===== src/rtl/mbus_pkg.sv =====
package mbus_pkg;
   typedef enum logic {
      XFER_WRITE = 1'b0,
      XFER_READ  = 1'b1
   } xfer_dir_e;

   function automatic int unsigned cnt_width(input int unsigned limit);
      return (limit < 2) ? 1 : $clog2(limit + 1);
   endfunction
endpackage


===== src/rtl/mbus_sync.sv =====
module mbus_sync #(
   parameter int unsigned   STAGES  = 2,
   parameter int unsigned   W       = 1,
   parameter logic [W-1:0]  RST_VAL = '0
) (
   input  logic          clk,
   input  logic          rst,
   input  logic [W-1:0]  d,
   output logic [W-1:0]  q
);
   logic [W-1:0] stg [STAGES];

   generate
      if (STAGES < 1) begin : g_bad_stages
         $error("mbus_sync needs at least one stage");
      end
      for (genvar i = 0; i < STAGES; i++) begin : g_stage
         if (i == 0) begin : g_first
            always_ff @(posedge clk) begin
               if (rst) stg[i] <= RST_VAL;
               else     stg[i] <= d;
            end
         end else begin : g_next
            always_ff @(posedge clk) begin
               if (rst) stg[i] <= RST_VAL;
               else     stg[i] <= stg[i-1];
            end
         end
      end
   endgenerate

   assign q = stg[STAGES-1];
endmodule


===== src/rtl/mbus_addr_latch.sv =====
module mbus_addr_latch #(
   parameter int unsigned ADDR_W = 4
) (
   input  logic              clk,
   input  logic              rst,
   input  logic              as_rise,
   input  logic [ADDR_W-1:0] bus_addr,
   input  logic              bus_inta_n,
   input  logic              bus_cs0_n,
   output logic [ADDR_W-1:0] addr,
   output logic              inta_act,
   output logic              cs0_sel
);
   always_ff @(posedge clk) begin
      if (rst) begin
         addr     <= '0;
         inta_act <= 1'b0;
         cs0_sel  <= 1'b0;
      end else if (as_rise) begin
         addr     <= bus_addr;
         inta_act <= ~bus_inta_n;
         cs0_sel  <= ~bus_cs0_n;
      end
   end


   addr_hold_chk: assert property (@(posedge clk) disable iff (rst)
      !as_rise |=> $stable(addr));
endmodule


===== src/rtl/mbus_recovery.sv =====
module mbus_recovery #(
   parameter int unsigned RECOVERY_CLKS = 4
) (
   input  logic clk,
   input  logic rst,
   input  logic req,
   input  logic clr,
   output logic grant,
   output logic err
);
   localparam int unsigned CNT_W = mbus_pkg::cnt_width(RECOVERY_CLKS);
   localparam logic [CNT_W-1:0] LOAD = CNT_W'(RECOVERY_CLKS - 1);

   logic [CNT_W-1:0] cnt;
   logic             viol;

   assign grant = req && (cnt == '0);
   assign viol  = req && (cnt != '0);

   always_ff @(posedge clk) begin
      if (rst) begin
         cnt <= '0;
      end else if (grant) begin
         cnt <= LOAD;
      end else if (cnt != '0) begin
         cnt <= cnt - CNT_W'(1);
      end
   end

   always_ff @(posedge clk) begin
      if (rst)       err <= 1'b0;
      else if (viol) err <= 1'b1;
      else if (clr)  err <= 1'b0;
   end


   viol_sets_err_chk: assert property (@(posedge clk) disable iff (rst)
      viol |=> err);

   err_sticky_chk: assert property (@(posedge clk) disable iff (rst)
      (err && !clr) |=> err);

   grant_not_back_to_back_chk: assert property (@(posedge clk) disable iff (rst)
      (grant && RECOVERY_CLKS > 1) |=> !grant);
endmodule


===== src/rtl/mbus_reg_port.sv =====
module mbus_reg_port #(
   parameter int unsigned DATA_W        = 8,
   parameter int unsigned ADDR_W        = 4,
   parameter int unsigned SYNC_STAGES   = 2,
   parameter int unsigned RECOVERY_CLKS = 4
) (
   input  logic              clk,
   input  logic              rst,
   input  logic              as_n,
   input  logic              ds_n,
   input  logic              cs0_n,
   input  logic              cs1,
   input  logic              rd_wr,
   input  logic              inta_n,
   input  logic [DATA_W-1:0] ad_in,
   output logic [DATA_W-1:0] ad_out,
   output logic              ad_oe,
   output logic [ADDR_W-1:0] reg_addr,
   output logic              reg_wr_en,
   output logic [DATA_W-1:0] reg_wr_data,
   input  logic [DATA_W-1:0] reg_rd_data,
   output logic              irq_tick,
   input  logic              recov_clr,
   output logic              recov_err
);
   import mbus_pkg::*;

   localparam int unsigned PIPE_W = DATA_W + 4;
   localparam logic [PIPE_W-1:0] PIPE_RST = {{DATA_W{1'b0}}, 4'b1100};

   generate
      if (SYNC_STAGES < 2) begin : g_chk_sync
         $error("SYNC_STAGES must be at least 2");
      end
      if (RECOVERY_CLKS < 1) begin : g_chk_rec
         $error("RECOVERY_CLKS must be at least 1");
      end
      if (ADDR_W > DATA_W) begin : g_chk_addr
         $error("ADDR_W must not exceed DATA_W");
      end
   endgenerate

   // strobe synchronizer
   logic as_s, ds_s;
   mbus_sync #(.STAGES(SYNC_STAGES), .W(2), .RST_VAL(2'b11)) i_strobe_sync (
      .clk (clk),
      .rst (rst),
      .d   ({as_n, ds_n}),
      .q   ({as_s, ds_s})
   );

   // qualifier pipe, same depth so it stays aligned with the strobes
   logic [DATA_W-1:0] p_ad;
   logic              p_inta_n, p_cs0_n, p_cs1, p_rd_wr;
   mbus_sync #(.STAGES(SYNC_STAGES), .W(PIPE_W), .RST_VAL(PIPE_RST)) i_qual_pipe (
      .clk (clk),
      .rst (rst),
      .d   ({ad_in, inta_n, cs0_n, cs1, rd_wr}),
      .q   ({p_ad, p_inta_n, p_cs0_n, p_cs1, p_rd_wr})
   );

   // edge detection
   logic as_q, ds_q, as_rise, ds_fall;
   always_ff @(posedge clk) begin
      if (rst) begin
         as_q <= 1'b1;
         ds_q <= 1'b1;
      end else begin
         as_q <= as_s;
         ds_q <= ds_s;
      end
   end
   assign as_rise = as_s & ~as_q;
   assign ds_fall = ~ds_s & ds_q;

   // address phase
   logic inta_act, cs0_sel;
   mbus_addr_latch #(.ADDR_W(ADDR_W)) i_addr_latch (
      .clk        (clk),
      .rst        (rst),
      .as_rise    (as_rise),
      .bus_addr   (p_ad[ADDR_W-1:0]),
      .bus_inta_n (p_inta_n),
      .bus_cs0_n  (p_cs0_n),
      .addr       (reg_addr),
      .inta_act   (inta_act),
      .cs0_sel    (cs0_sel)
   );

   // data phase qualification and recovery
   logic sel_req, grant;
   assign sel_req = ds_fall & cs0_sel & p_cs1 & ~inta_act;

   mbus_recovery #(.RECOVERY_CLKS(RECOVERY_CLKS)) i_recovery (
      .clk   (clk),
      .rst   (rst),
      .req   (sel_req),
      .clr   (recov_clr),
      .grant (grant),
      .err   (recov_err)
   );

   xfer_dir_e dir;
   assign dir = xfer_dir_e'(p_rd_wr);

   logic rd_active;
   always_ff @(posedge clk) begin
      if (rst) begin
         reg_wr_en   <= 1'b0;
         reg_wr_data <= '0;
         rd_active   <= 1'b0;
         irq_tick    <= 1'b0;
      end else begin
         reg_wr_en <= grant && (dir == XFER_WRITE);
         if (grant && (dir == XFER_WRITE)) reg_wr_data <= p_ad;
         if (grant && (dir == XFER_READ)) rd_active <= 1'b1;
         else if (ds_s)                   rd_active <= 1'b0;
         irq_tick <= as_rise;
      end
   end

   assign ad_oe  = rd_active;
   assign ad_out = rd_active ? reg_rd_data : '0;


   wr_single_pulse_chk: assert property (@(posedge clk) disable iff (rst)
      reg_wr_en |=> !reg_wr_en);

   oe_inside_strobe_chk: assert property (@(posedge clk) disable iff (rst)
      ad_oe |-> $past(!ds_s));

   wr_oe_exclusive_chk: assert property (@(posedge clk) disable iff (rst)
      !(reg_wr_en && ad_oe));

   tick_single_pulse_chk: assert property (@(posedge clk) disable iff (rst)
      irq_tick |=> !irq_tick);

   inta_no_access_chk: assert property (@(posedge clk) disable iff (rst)
      (ds_fall && inta_act) |=> !(reg_wr_en || $rose(ad_oe)));
endmodule


===== config.mk =====
export PLATFORM = sky130hd
export DESIGN_NAME = mbus_reg_port
export DESIGN_NICKNAME = d
export VERILOG_FILES = /design/src/rtl/mbus_pkg.sv /design/src/rtl/mbus_sync.sv /design/src/rtl/mbus_addr_latch.sv /design/src/rtl/mbus_recovery.sv /design/src/rtl/mbus_reg_port.sv
export SDC_FILE = /design/constraint.sdc
export NUM_CORES = 1
export LEC_CHECK = 0
export ABC_AREA = 1
export BUFFER_PORTS_ARGS = -buffer_cell sky130_fd_sc_hd__buf_2
export CAP_MARGIN = 40
export CORE_UTILIZATION = 51
export DETAILED_ROUTE_END_ITERATION = 10
export PLACE_DENSITY = 0.77
export SLEW_MARGIN = 20
export SYNTH_ARGS = -nofsm -noshare
export SYNTH_HDL_FRONTEND = slang
export SYNTH_HIERARCHICAL = 1
export SYNTH_SLANG_ARGS = --single-unit

===== constraint.sdc =====
create_clock -name clk -period 1.8 [get_ports clk]
set_input_delay 0.18 -clock clk [delete_from_list [all_inputs] [get_ports clk]]
set_output_delay 0.18 -clock clk [all_outputs]
set_load 0.05 [all_outputs]

After elaboration in Yosys (flattened, before gate mapping)
Memories as Yosys holds them, arrays and structs flattened.
Cells that the tools add are included.
{ "totals": {"ramBits": 28, "ff_bits": 23, "n_memories": 2, "out_inout_bits": 24, "inputBits": 25, "wordCells": 54} }
{ "mem_list": {"columns": ["name", "depth", "width", "read_ports", "rd_ports_with_merged_regs", "wr", "line", "text"], "rows": [
  ["i_qual_pipe.stg", 2, 12, 2, 0, 2, "mbus_sync.sv:11", "logic [W-1:0] stg [STAGES];"],
  ["i_strobe_sync.stg", 2, 2, 2, 0, 2, "mbus_sync.sv:11", null]
]} }
{ "op_classes": {"bitwise": 15, "reduce_logical": 10, "mux": 14, "addsub": 1} }
{ "op_table": {"columns": ["op", "n"], "rows": [
  ["12-bit two-way mux", 2],
  ["2-bit two-way mux", 4],
  ["8-bit two-way mux", 1],
  ["1-bit two-way mux", 7],
  ["1-bit NOT", 6],
  ["2-bit nonzero test", 3],
  ["1-bit bitwise AND", 5],
  ["1-bit logical AND", 4],
  ["1-bit OR", 4],
  ["3-bit zero test", 1],
  ["3-bit nonzero test", 1],
  ["3-bit by 1-bit subtractor with 3-bit output, second input constant", 1],
  ["2-bit OR reduction", 1]
]} }

Longest topological paths before layout
An unclocked memory read counts as a cell.
{ "depth": {"ltp_word": 9, "ltp_mapped": 11, "ltp_nobuf": 10} }

By module
The synthesis kept the hierarchy.
{ "by_module_without_submodules": {"columns": ["module", "cells_per_inst", "area_per_inst_um2", "n_inst", "seq_area_each_um2"], "rows": [
  ["mbus_sync at i_qual_pipe", 75, 686.9, 1, 480.5],
  ["mbus_reg_port", 88, 575.6, 1, 260.2],
  ["mbus_addr_latch", 36, 240.2, 1, 120.1],
  ["mbus_recovery", 28, 206.4, 1, 80.1],
  ["mbus_sync at i_strobe_sync", 13, 116.4, 1, 80.1]
]} }

Worst setup path after synthesis
No wires, ideal clock.
{ "synth_timing": {"kind": "register -> output", "startpoint": "register rd_active (netlist: ad_oe)", "endpoint": "output port ad_out[0]", "arrival_time_ns": 1.288, "path_stages_with_launch": 4, "path_slack_ns": 0.332, "n_path_buf": 1, "t_required_ns": 1.620, "cell_sequence": "dfxtp_1 clkbuf_1 nand2_1 inv_1"} }
{ "synth_between": {"elab_chain_len": 1} }
{ "synth_lines": {"columns": ["element", "line", "text"], "rows": [
  ["start: declaration", "mbus_reg_port.sv:106", "logic rd_active;"],
  ["start signal: assignment", "mbus_reg_port.sv:111", "rd_active <= 1'b0;"],
  ["start signal: assignment", "mbus_reg_port.sv:116", "if (grant && (dir == XFER_READ)) rd_active <= 1'b1;"],
  ["start signal: assignment", "mbus_reg_port.sv:117", "else if (ds_s) rd_active <= 1'b0;"],
  ["8-bit two-way mux", "mbus_reg_port.sv:123", "assign ad_out = rd_active ? reg_rd_data : '0;"],
  ["end: declaration", "mbus_reg_port.sv:16", "output logic [DATA_W-1:0] ad_out,"]
]} }
No other way between the ends.

==> results_dict.tcl <==
set metrics [dict create \
    path_clk_slew_ns 0.13 \
    synthTopCellsByCount "inv_1 (60), nor2_1 (55), dfxtp_1 (51), nand2_1 (41), nand3_1 (12)" \
    crit_path_start_kind "flip-flop" \
    die-area_sq_um 3820 \
    irDropWorstVdd_v 0.000545 \
    finClkSkew_ns 0.00971 \
    yosysTopAreaCell "dfxtp_1" \
    ys_ff_latch 51 \
    worst_pin_slew_ns 0.494 \
    dieHeight_microns 61.8 \
    htreeDepth 2 \
    ff_latch_area_sq_um 1020 \
    dp_hpwl_microns 1970 \
    critPathMaxStageDelay_ns 0.33 \
    gp_congestion 0.767 \
    fp.dieW_microns 61.8 \
    synth_edf_count 0 \
    clkSinkCount 51 \
    drt_iter0_drc 22 \
    cpLargestDelayFamily "simple AND/OR/NAND/NOR gates" \
    grt_pass1_wl_microns 4680 \
    worst_path_max_delay_cell "dfxtp_1" \
    min_period_over_period_pct 83.6 \
    initial_core_util_pct 53.9 \
    synth.most_common_cell "inv_1" \
    diodes 0 \
    io_buffers 48 \
    rrSetupSlack_ns 0.30 \
    drive_gt1_share_pct 20.9 \
    n_fill_cell 273 \
    leakagePower_nw 1.26 \
    dp_slack_ns 0.327 \
    hold_violations 0 \
    syn-cell-area_sq_um 1830 \
    wl_per_cell_microns 8.10 \
    drv_cap 0 \
    setup_slack_ns 0.296 \
    stdcell_area_sq_um 2280 \
    yosys.area_share.simple_pct 25.8 \
    worstPathMaxFanout 9 \
    slew_viol_final 0 \
    synth_top_family_by_area "simple AND/OR/NAND/NOR gates" \
    crit_arrival_ns 1.77 \
    synthTopCellsByArea "dfxtp_1 (56%), inv_1 (12%), nor2_1 (11%)" \
    netlist_instances 240 \
    timing.slew.headroom_pct 67.1 \
    async_flop_share_pct 0 \
    setup_viol 0 \
    multi_input_area_sq_um 514 \
    powerDensity_nw_per_um2 875 \
    drc 0 \
    cts-buffers-inserted 5 \
    critPathKind "flip-flop to flip-flop" \
    clk_latency_ns 0.36 \
    ys_seq_area_share_pct 55.9 \
    cp.required_ns 2.07 \
    fin_tns_setup_ns 0 \
    path_common_cell "inv_1" \
    core_sq_um 3390 \
    tritoncts "built" \
    synth_nets 267 \
    fmax_mhz 665 \
    reg2reg_depth 10 \
    hold_class "primary input to flip-flop" \
    cts_buffer_depth 2 \
    finalPower_w 0.00199 \
    grt_util_all_layers_pct 17.5 \
    cp.buffers_inverters 4 \
    synth-xor-area-share_pct 0.480 \
    synth_top_area_share_pct 55.9 \
    grt_pass1_vias 1161 \
    outcome "finished clean" \
    grt_overflow 0 \
    synthMuxAreaShare_pct 0 \
    syn_to_final_growth_pct 24.8 \
    hold_depth 3 \
    grt_antenna_before_repair 0 \
    dr.pass1.iters 4 \
    avgSynthCellArea_sq_um 7.61 \
    vias_per_cell 4.17 \
    std_cell_rows 21 \
    cp.depth 10 \
    place_area_sq_um 2080 \
    clock-root-buffer "clkbuf_4" \
    rsz0062_at_grt "false" \
    routed_wl_microns 2850 \
    crit_chain "inv_1 > ha_1 > inv_1 > nor2_2 > inv_1 > nor2_1 > buf_4 > nand3_1 > nand2_1 > nor2_1" \
    end_kind "flip-flop" \
    synth_compound_area_share_pct 0.548 \
    ys_types 19 \
    finalNetCount 332 \
    ant_nets 0 \
    min_period_ns 1.50 \
    grt_max_degree 29 \
    yosys_warnings 6 \
    vias 1467 \
    ios 49 \
    synth-main-ff-cell "dfxtp_1" \
    synth_adder_area_share_pct 1.37 \
]
logic make-up after synthesis:
logic type               count (synthesis)
AO/OA/AOI/OAI                            2
XOR/XNOR                                 1
adder cells (fa/ha/maj)                  2
buffers and inverters                   69
flip-flops                              51
AND/OR/NAND/NOR                        115
report_power, final:
group	internal, W	total (W)	switching (W)	leakage (nW)
registers	0.00119	0.00122	0.0000270	0.419
clock network	0.000151	0.000477	0.000325	0.0282
logic	0.000128	0.000300	0.000172	0.809
worst register-to-register path, delay by kind of cell, from the launching register on:
kind | cells | cell delay [ns]
simple gates | 5 | 0.47
buf+inv | 4 | 0.42
flops | 1 | 0.33
fa+ha+maj | 1 | 0.19
through the flow:
step / util, % / hold slack, ns / std cells
after floorplan: - / 0.250 / 240
after global placement: 61.5 / 0.359 / 330
after detailed placement: 61.5 / 0.361 / 330
after CTS: 66.9 / 0.000526 / 351
after global routing: 67.2 / 0.0192 / 352
final: 67.2 / 0.0216 / 352
flip-flops by register name, indices dropped and copies added, names as in the netlist, 3 cells and up:
name	flops
i_recovery/cnt	3
i_addr_latch/addr	4
reg_wr_data	8
i_qual_pipe/stg	24
i_strobe_sync/stg	4
worst paths after layout:
| path | from | to |
|---|---|---|
| setup reg to reg | i_recovery/cnt[0] | reg_wr_data[7] |
| hold / removal | ad_in[2] | i_qual_pipe/stg[0][6] |
| hold reg to reg | i_qual_pipe/stg[0][9] | i_qual_pipe/stg[1][9] |
| setup / recovery | i_recovery/cnt[0] | reg_wr_data[7] |
cell usage in the layout (no fill, tap or decap), types with 2 or more instances in the layout:
cell	count
clkbuf_4	5
nand3_1	12
inv_2	3
buf_2	48
dlygate4sd3_1	14
nor2_1	55
buf_4	2
nand2_1	41
dfxtp_1	51
inv_1	60
nor3_1	2
ha_1	2
per-layer routing:
| metal | global-route usage [%] | vias to the layer above | routed length, microns |
|---|---|---|---|
| met5 | 0 | - | 0 |
| met4 | 11.1 | 0 | 92 |
| met3 | 6.21 | 7 | 154 |
| met2 | 28.0 | 46 | 1320 |
| met1 | 20.0 | 610 | 1280 |
| li1 | - | 804 | - |
what timing repair did:
item,4_1_cts,5_1_grt
resized for setup,0,0
hold buffers,13,1
buffers inserted,0,0
hold endpoints to repair,13,1
cell type report:
type                    count  share of cell area, %
multi-input cells         120                   22.6
clock inverters             2                  0.549
well taps                  46                   2.53
repair buffers             64                   17.4
flip-flops and latches     51                   44.8
clock buffers               6                   1.81
inverters                  63                   10.4
Note: power is estimated with default switching activity, not from simulation.
